## config.mk

```make
export PLATFORM = sky130hd
export DESIGN_NAME = nine_val_eval
export DESIGN_NICKNAME = d
export VERILOG_FILES = /design/src/rtl/nv_pkg.sv /design/src/rtl/nv_sym_split.sv /design/src/rtl/nv_trit_gate.sv /design/src/rtl/nv_sym_join.sv /design/src/rtl/nine_val_eval.sv
export SDC_FILE = /design/constraint.sdc
export NUM_CORES = 1
export LEC_CHECK = 0
export BUFFER_PORTS_ARGS = -buffer_cell sky130_fd_sc_hd__buf_4
export CORE_MARGIN = 2
export CORE_UTILIZATION = 53
export DETAILED_ROUTE_END_ITERATION = 7
export PLACE_DENSITY = 0.84
export SYNTH_ARGS = -nofsm -noshare
export SYNTH_HDL_FRONTEND = slang
export SYNTH_SLANG_ARGS = --single-unit
```

## constraint.sdc

```tcl
create_clock -name clk -period 0.9 [get_ports clk]
set_input_delay 0.045 -clock clk [delete_from_list [all_inputs] [get_ports clk]]
set_output_delay 0.045 -clock clk [all_outputs]
set_load 0.01 [all_outputs]
```

## src/rtl/nv_pkg.sv

```systemverilog
`timescale 1ns/1ps
package nv_pkg;
  localparam int SYM_W  = 4;
  localparam int TRIT_W = 2;
  localparam int SEL_W  = 3;
  localparam int NUM_SYM = 9;

  typedef logic [SYM_W-1:0]  sym_t;
  typedef logic [TRIT_W-1:0] trit_t;

  // three-valued component: 00 = 0, 01 = 1, 1x = unknown
  localparam trit_t T0 = 2'b00;
  localparam trit_t T1 = 2'b01;
  localparam trit_t TX = 2'b10;

  localparam sym_t S_ZERO = 4'd0;
  localparam sym_t S_ONE  = 4'd1;
  localparam sym_t S_D    = 4'd2;
  localparam sym_t S_DB   = 4'd3;
  localparam sym_t S_XX   = 4'd4;
  localparam sym_t S_G0   = 4'd5;
  localparam sym_t S_G1   = 4'd6;
  localparam sym_t S_F0   = 4'd7;
  localparam sym_t S_F1   = 4'd8;

  typedef enum logic [SEL_W-1:0] {
    GT_AND  = 3'd0,
    GT_OR   = 3'd1,
    GT_NAND = 3'd2,
    GT_NOR  = 3'd3,
    GT_XOR  = 3'd4,
    GT_XNOR = 3'd5,
    GT_NOT  = 3'd6,
    GT_BUF  = 3'd7
  } gate_op_e;
endpackage

```

## src/rtl/nv_sym_split.sv

```systemverilog
`timescale 1ns/1ps
module nv_sym_split
  import nv_pkg::*;
(
  input  sym_t  sym,
  output trit_t good,
  output trit_t bad
);
  always_comb begin
    unique case (sym)
      S_ZERO:  begin good = T0; bad = T0; end
      S_ONE:   begin good = T1; bad = T1; end
      S_D:     begin good = T1; bad = T0; end
      S_DB:    begin good = T0; bad = T1; end
      S_G0:    begin good = T0; bad = TX; end
      S_G1:    begin good = T1; bad = TX; end
      S_F0:    begin good = TX; bad = T0; end
      S_F1:    begin good = TX; bad = T1; end
      default: begin good = TX; bad = TX; end  // X/X and unused codes
    endcase
  end
endmodule

```

## src/rtl/nv_trit_gate.sv

```systemverilog
`timescale 1ns/1ps
module nv_trit_gate
  import nv_pkg::*;
(
  input  gate_op_e op,
  input  trit_t    a,
  input  trit_t    b,
  output trit_t    y
);
  logic a_x, b_x, a_0, b_0, a_1, b_1;
  trit_t and_v, or_v, xor_v;

  function automatic trit_t t_inv(input trit_t t);
    return t[1] ? TX : {1'b0, ~t[0]};
  endfunction

  always_comb begin
    a_x = a[1];
    b_x = b[1];
    a_0 = ~a_x & ~a[0];
    b_0 = ~b_x & ~b[0];
    a_1 = ~a_x &  a[0];
    b_1 = ~b_x &  b[0];

    if (a_0 | b_0)      and_v = T0;
    else if (a_1 & b_1) and_v = T1;
    else                and_v = TX;

    if (a_1 | b_1)      or_v = T1;
    else if (a_0 & b_0) or_v = T0;
    else                or_v = TX;

    if (a_x | b_x)      xor_v = TX;
    else                xor_v = {1'b0, a[0] ^ b[0]};

    unique case (op)
      GT_AND:  y = and_v;
      GT_OR:   y = or_v;
      GT_NAND: y = t_inv(and_v);
      GT_NOR:  y = t_inv(or_v);
      GT_XOR:  y = xor_v;
      GT_XNOR: y = t_inv(xor_v);
      GT_NOT:  y = t_inv(a);
      default: y = a_x ? TX : a;
    endcase
  end
endmodule

```

## src/rtl/nv_sym_join.sv

```systemverilog
`timescale 1ns/1ps
module nv_sym_join
  import nv_pkg::*;
(
  input  trit_t good,
  input  trit_t bad,
  output sym_t  sym,
  output logic  fx,
  output logic  kn
);
  always_comb begin
    unique casez ({good, bad})
      4'b0000: sym = S_ZERO;
      4'b0101: sym = S_ONE;
      4'b0100: sym = S_D;
      4'b0001: sym = S_DB;
      4'b001?: sym = S_G0;
      4'b011?: sym = S_G1;
      4'b1?00: sym = S_F0;
      4'b1?01: sym = S_F1;
      default: sym = S_XX;
    endcase
    kn = ~good[1] & ~bad[1];
    fx = kn & (good[0] ^ bad[0]);
  end
endmodule

```

## src/rtl/nine_val_eval.sv

```systemverilog
`timescale 1ns/1ps
module nine_val_eval
  import nv_pkg::*;
#(
  parameter bit REG_OUT = 1'b1
) (
  input  logic       clk,
  input  logic       rst_n,
  input  logic       en,
  input  logic [3:0] op_a,
  input  logic [3:0] op_b,
  input  logic [2:0] gate_sel,
  output logic [3:0] res,
  output logic       fault_fx,
  output logic       known
);
  localparam int NUM_OPS  = 2;  // operand a, operand b
  localparam int NUM_MACH = 2;  // 0 = good, 1 = faulty

  trit_t    comp [NUM_OPS][NUM_MACH];
  trit_t    outc [NUM_MACH];
  sym_t     ops  [NUM_OPS];
  gate_op_e op;
  sym_t     sym_c;
  logic     fx_c, kn_c;

  assign ops[0] = op_a;
  assign ops[1] = op_b;
  assign op     = gate_op_e'(gate_sel);

  for (genvar i = 0; i < NUM_OPS; i++) begin : g_split
    nv_sym_split u_split (
      .sym  (ops[i]),
      .good (comp[i][0]),
      .bad  (comp[i][1])
    );
  end

  for (genvar m = 0; m < NUM_MACH; m++) begin : g_mach
    nv_trit_gate u_gate (
      .op (op),
      .a  (comp[0][m]),
      .b  (comp[1][m]),
      .y  (outc[m])
    );
  end

  nv_sym_join u_join (
    .good (outc[0]),
    .bad  (outc[1]),
    .sym  (sym_c),
    .fx   (fx_c),
    .kn   (kn_c)
  );

  if (REG_OUT) begin : g_reg
    sym_t res_q, res_d;
    logic fx_q, fx_d, kn_q, kn_d;

    always_comb begin
      res_d = res_q;
      fx_d  = fx_q;
      kn_d  = kn_q;
      if (en) begin
        res_d = sym_c;
        fx_d  = fx_c;
        kn_d  = kn_c;
      end
    end

    always_ff @(posedge clk or negedge rst_n) begin
      if (!rst_n) begin
        res_q <= S_XX;
        fx_q  <= 1'b0;
        kn_q  <= 1'b0;
      end else begin
        res_q <= res_d;
        fx_q  <= fx_d;
        kn_q  <= kn_d;
      end
    end

    assign res      = res_q;
    assign fault_fx = fx_q;
    assign known    = kn_q;
  end else begin : g_comb
    assign res      = sym_c;
    assign fault_fx = fx_c;
    assign known    = kn_c;
  end
endmodule

```

-- After elaboration in Yosys (flattened, before gate mapping)
Memory sizes are Yosys's and may differ from the RTL's.
Index checks and enable logic that the tools add are counted.
- output and inout bits: 6
- memories: 2
- bits of input ports: 14
- bits in read-only memories: 128
- bits in registers: 6
- multiplexer cells: 23
- bitwise operators: 39
- reductions and logical operators: 2
- equality and inequality tests: 13
- memory list (name ; depth ; width ; rd ports ; clocked after Yosys merged registers in ; write ports ; RTL line ; text):
    (no name shown) ; 16 ; 4 ; 1 ; 0 ; 0 ; nv_sym_split.sv:10 ; unique case (sym)
    (no name shown) ; 16 ; 4 ; 1 ; 0 ; 0 ; nv_sym_split.sv:10 ;
- operator list (cell ; count):
    2-to-1 mux 2 bit ; 20
    one-hot mux 4 bit (8 select lines) ; 1
    one-hot mux 2 bit (7 select lines) ; 2
    NOT 1 bit ; 16
    == test 3 bit (second input constant) ; 5
    AND 1 bit ; 14
    == test 3 x 2 -> 1 bit (second input constant) ; 3
    == test 4 x 3 -> 1 bit (second input constant) ; 2
    == test 3 x 1 -> 1 bit (second input constant) ; 2
    OR 1 bit ; 6
    == test 4 x 1 -> 1 bit (second input constant) ; 1
    logical NOT 4 bit ; 1
    logical NOT 3 bit ; 1
    XOR 1 bit ; 3

-- Logic depth before layout (Yosys ltp)
An unclocked memory read counts as a cell.
- word-level depth: 12
- mapped depth: 9
- depth with buffers taken out: 9

-- By module
From an unflattened synthesis, not the netlist that was laid out.
- cells, all modules: 112
- area, all modules: 955.9 µm²
- modules (own cells, without submodules) (module ; times used ; sequential area each (µm²) ; cells an instance ; area each (µm²)):
    nv_trit_gate ; 2 ; 0.0 ; 28 ; 193.9
    nine_val_eval ; 1 ; 151.4 ; 13 ; 252.7
    nv_sym_split ; 2 ; 0.0 ; 15 ; 116.4
    nv_sym_join ; 1 ; 0.0 ; 13 ; 82.6

-- Worst setup path before layout
No wires, ideal clock.
- kind: input port to flip-flop
- from: input op_a[0]
- to: register g_reg.res_q[1], in the netlist res[1]
- cell stages on the path: 9
- buffers on the path: 0
- data required time: 757 ps
- slack: -1052 ps
- arrival: 1809 ps
- cells stage by stage: inv_1 -> ha_1 -> mux2i_1 -> nor2_1 -> xnor3_1 -> or4_1 -> a32oi_1 -> or3_1 -> o221ai_1
- longest elaborated chain between the ends: 11
- elaborated cells between the ends (all ways): 58
- those cells by class: 7 x eq/ne; 23 x mux; 26 x bitwise; 1 x reduce/logical; 1 x memory
- ends and longest elaborated chain (what ; RTL line ; text):
    start, declared ; nine_val_eval.sv:10 ; input logic [3:0] op_a,
    memory (16 x 4 bit) * ; - ;
    NOT 1 bit ; nv_trit_gate.sv:20, nv_trit_gate.sv:22 ;
    AND 1 bit ; nv_trit_gate.sv:22 ; a_1 = ~a_x & a[0];
    AND 1 bit ; nv_trit_gate.sv:26 ; else if (a_1 & b_1) and_v = T1;
    2-to-1 mux 2 bit ; nv_trit_gate.sv:26 ;
    2-to-1 mux 2 bit ; nv_trit_gate.sv:25 ; if (a_0 | b_0) and_v = T0;
    NOT 1 bit ; nv_trit_gate.sv:14 ; return t[1] ? TX : {1'b0, ~t[0]};
    2-to-1 mux 2 bit ; nv_trit_gate.sv:14 ;
    one-hot mux 2 bit (7 select lines) ; nv_trit_gate.sv:36 ; unique case (op)
    == test 4 x 1 -> 1 bit, or another cell as far along ; nv_sym_join.sv:12 ; unique casez ({good, bad})
    one-hot mux 4 bit (8 select lines) * ; nv_sym_join.sv:12 ;
    end signal, assigned ; nine_val_eval.sv:77 ; res_q <= res_d;
    end, declared ; nine_val_eval.sv:57 ; sym_t res_q, res_d;
Every way passes the cells marked *; elsewhere a longest branch is shown, timed or not.
A chain may end at the register's enable or synchronous reset.

-- Worst setup path in the final report
- from: input op_b[1]
- to: register g_reg.fx_q, in the netlist fault_fx
- longest elaborated chain between the ends: 11
- elaborated cells between the ends (all ways): 50
- those cells by class: 18 x mux; 31 x bitwise; 1 x memory
- ends and longest elaborated chain (what ; RTL line ; text):
    start, declared ; nine_val_eval.sv:11 ; input logic [3:0] op_b,
    memory (16 x 4 bit) * ; - ;
    NOT 1 bit (on tied branches) ; nv_trit_gate.sv:21, nv_trit_gate.sv:23 ;
    AND 1 bit (on tied branches) ; nv_trit_gate.sv:21, nv_trit_gate.sv:23 ;
    AND 1 bit (on tied branches) ; nv_trit_gate.sv:30, nv_trit_gate.sv:26 ;
    2-to-1 mux 2 bit (on tied branches) ; nv_trit_gate.sv:30, nv_trit_gate.sv:26 ;
    2-to-1 mux 2 bit (on tied branches) ; nv_trit_gate.sv:29, nv_trit_gate.sv:25 ;
    2-to-1 mux 2 bit or NOT 1 bit (tied branches) ; nv_trit_gate.sv:14 ;
    one-hot mux 2 bit (7 select lines) or 2-to-1 mux 2 bit (tied branches) ; nv_trit_gate.sv:36, nv_trit_gate.sv:14 ;
    NOT 1 bit or one-hot mux 2 bit (7 select lines) (tied branches) ; nv_sym_join.sv:23, nv_trit_gate.sv:36 ;
    AND 1 bit or XOR 1 bit (tied branches) ; nv_sym_join.sv:23, nv_sym_join.sv:24 ;
    AND 1 bit * ; nv_sym_join.sv:24 ; fx = kn & (good[0] ^ bad[0]);
    end signal, assigned ; nine_val_eval.sv:74 ; fx_q <= 1'b0;
    end signal, assigned ; nine_val_eval.sv:78 ; fx_q <= fx_d;
    end, declared ; nine_val_eval.sv:58 ; logic fx_q, fx_d, kn_q, kn_d;
Marked as above.

==> metrics.yaml <==
drt:
  drt_iter0_markers: 35
  wl_per_cell_um: 19.7
  via_per_inst: 6.55
  wl_um: 3580
  dr.pass1.iters: 4
  antenna_left: 0
  drc_errors: 0
  via_count: 1192
worst_setup_path:
  crit_chain: "buf_6 > inv_4 > ha_4 > inv_1 > a21oi_1 > nand2_1 > or4_4 > a32oi_4 > nor3_1 > nand3b_1"
  critPathCaptureType: "flop"
  crit_type: "input pin to flop"
  worst-path-buf-inv: 3
  critPathMaxFanout: 5
  cpMaxStageDelayCell: "or4_4"
  cp_top_family: "simple AND/OR/NAND/NOR gates"
  critical_path_required_ps: 1020
  crit_path_max_incr_delay_ps: 530
  start_kind: "input pin"
  worstPathArrival_ps: 2030
pwr:
  p_clk_share_pct: 18.5
  p_sw_w: 0.000583
  ir_worst_vdd_mv: 0.626
  cellLeakagePower_nw: 0.674
  seqPwrFrac_pct: 23.1
  cellPowerDensity_mw_per_mm2: 986
  power.internal_w: 0.000937
  comb_power_share_pct: 58.4
  power.share.switching_pct: 38.4
sta:
  slew_viol_final: 0
  whs_ps: 67.3
  final_hold_viol_count: 0
  fin_ws_ps: -1000
  period_needed_ps: 1900
  finalSetupTns_ps: -5180
  rsz0062_at_grt: "true"
  finClkSkew_ps: 0
  max_freq_ghz: 0.525
  timing.final.crit_share_pct: 212
  worst_pin_slew_ps: 408
  setup_viol: 7
  slew_headroom_pct: 72.7
finish:
  drive_gt1_share_pct: 54.5
  final_cell_mix: "buf_4 (45), a21oi_1 (9), nor2_1 (7)"
  area_growth_pct: 66.9
  fill_cells: 68
  final_cell_area_sq_mm: 0.00154
  fin_nets: 186
  multi_input_area_sq_um: 860
  layout_commonest_cell: "buf_4"
  diodes: 0
  final-seq-area_sq_um: 151
logic_synthesis:
  synth_area_sq_um: 923
  ys_warn_count: 0
  syn_avg_cell_area_sq_um: 7.83
  synth_edf_count: 0
  yosysSeqAreaShare_pct: 16.4
  synthArstFlopShare_pct: 100
  ys_seq_elements: 6
  synth_ff_type: "dfrtp_1"
  syn_inst: 118
  yosysUniqueCellTypes: 46
  syn-num-nets: 138
placement:
  hpwl_um: 2140
  port_buffers: 19
  postPlaceCellArea_sq_mm: 0.00133
  gp_congestion: 0.909
clock_tree:
  clock-sinks: 6
  tritoncts: "done"
  cts.clk_slew.worst_paths_ps: 50
  h-tree-depth: 1
  cts_made_buffers: 3
  insertion_delay_ps: 260
  ctsLongestPathBuffers: 2
  cts_root_buffer: "clkbuf_4"
floorplanning:
  dieArea_sq_mm: 0.00209
  boundaryPins: 20
  rows: 15
  initial_core_util_pct: 54.7
  core_area_sq_mm: 0.00169
  die_w_um: 45.7
  dieHeight_um: 45.7
grt:
  grt-ovfl-total: 0
  track_usage_pct: 29.4
  grt_max_degree: 11
  antenna_found_initial: 0
  grt_pass1_wl_um: 4460
  grt_pass1_vias: 1097
hold_path:
  worstHoldPathType: "input pin to flop"
status:
  violations: "setup timing"
  status: "finished with violations"
flow_run:
  drv_cap: 0
## kinds of logic (layout without fill, tap and decap cells)
family | count (synthesis) | in the layout | synth area share (%)
flops | 6 | 6 | 16.4
buf+inv | 18 | 65 | 9.08
mux | 6 | 6 | 7.99
fa+ha+maj | 6 | 6 | 8.13
compound gates | 33 | 33 | 25.2
simple gates | 48 | 48 | 30.8
xor+xnor | 1 | 1 | 2.44
## power by group through the flow
stage / Clock [W] / Sequential, W / Combinational, W
final: 0.000281 / 0.000351 / 0.000888
after global routing: 0.000297 / 0.000353 / 0.000938
after CTS: 0.000280 / 0.000343 / 0.000775
after detailed placement: 0 / 0.000345 / 0.000709
after global placement: 0 / 0.000343 / 0.000683
after floorplan: 0 / 0.000365 / 0.000387
## Yosys cell counts, types with 2 or more instances
cell type	n	share of area [%]
a211oi_1	3	2.4
a21oi_1	9	4.9
and2b_1	2	1.6
buf_2	4	2.2
clkbuf_1	2	0.81
dfrtp_1	5	14
ha_1	6	8.1
inv_1	10	4.1
mux2i_1	2	2.2
mux2i_2	2	3.0
nand2_1	4	1.6
nand2b_1	6	4.1
nand3b_1	3	2.4
nand4_1	3	2.0
nor2_1	8	3.3
nor2b_1	5	3.4
nor3_1	6	3.3
nor4_1	3	2.0
o21a_1	3	2.4
o21ai_0	3	1.6
o221ai_1	2	1.9
o22ai_1	3	2.0
## worst paths after layout
| kind | startpoint | to | slack (ps) | depth (start not counted) |
|---|---|---|---|---|
| min | en | res[2]$_DFFE_PN1P_ | 70 | 2 |
| max | op_b[1] | fault_fx$_DFFE_PN0P_ | -1000 | 10 |
| max in group asynchronous | rst_n | res[2]$_DFFE_PN1P_ | 540 | 2 |
| min reg2reg | res[0]$_DFFE_PN0P_ | res[0]$_DFFE_PN0P_ | 530 | 2 |
| max reg2reg | res[2]$_DFFE_PN1P_ | res[2]$_DFFE_PN1P_ | 40 | 2 |
| min in group asynchronous | rst_n | fault_fx$_DFFE_PN0P_ | 140 | 2 |
## timing repair
item | 4_1_cts | 5_1_grt
pin swaps | 12 | 7
gates resized for setup | 19 | 15
buffers inserted | 2 | 2
setup endpoints to repair | 7 | 7
hold buffers | 1 | 0
endpoints found under the hold margin | 6 | 0
## layer usage
layer  part of all wire, %  up-vias  track usage, %
li1                      -      530               -
met5                     0        -               0
met4                   2.7        0            23.4
met2                    52       65            50.7
met3                   6.5       13            3.17
met1                    39      584            32.1
## state kept, by name (all words and copies together), names as in the netlist
| register | flops |
|---|---|
| res | 4 |
| known | 1 |
| fault_fx | 1 |
## stage by stage
stage | instances | utilization, % | setup WS, ps | total power, W
after global placement | 173 | 78.4 | -1090 | 0.00103
after CTS | 180 | 86.1 | -816 | 0.00140
after detailed placement | 173 | 78.4 | -1210 | 0.00105
final | 182 | 91.3 | -1000 | 0.00152
after floorplan | 118 | - | -894 | 0.000752
after global routing | 182 | 91.3 | -1050 | 0.00159
## layout make-up
cell class / instances / area share (%)
Clock buffer: 4 / 1.70
Inverter: 10 / 4.06
Multi-Input combinational cell: 94 / 55.8
Sequential cell: 6 / 9.82
Tap cell: 17 / 1.38
Timing Repair Buffer: 51 / 27.3
(Power assumes the default switching activity.)
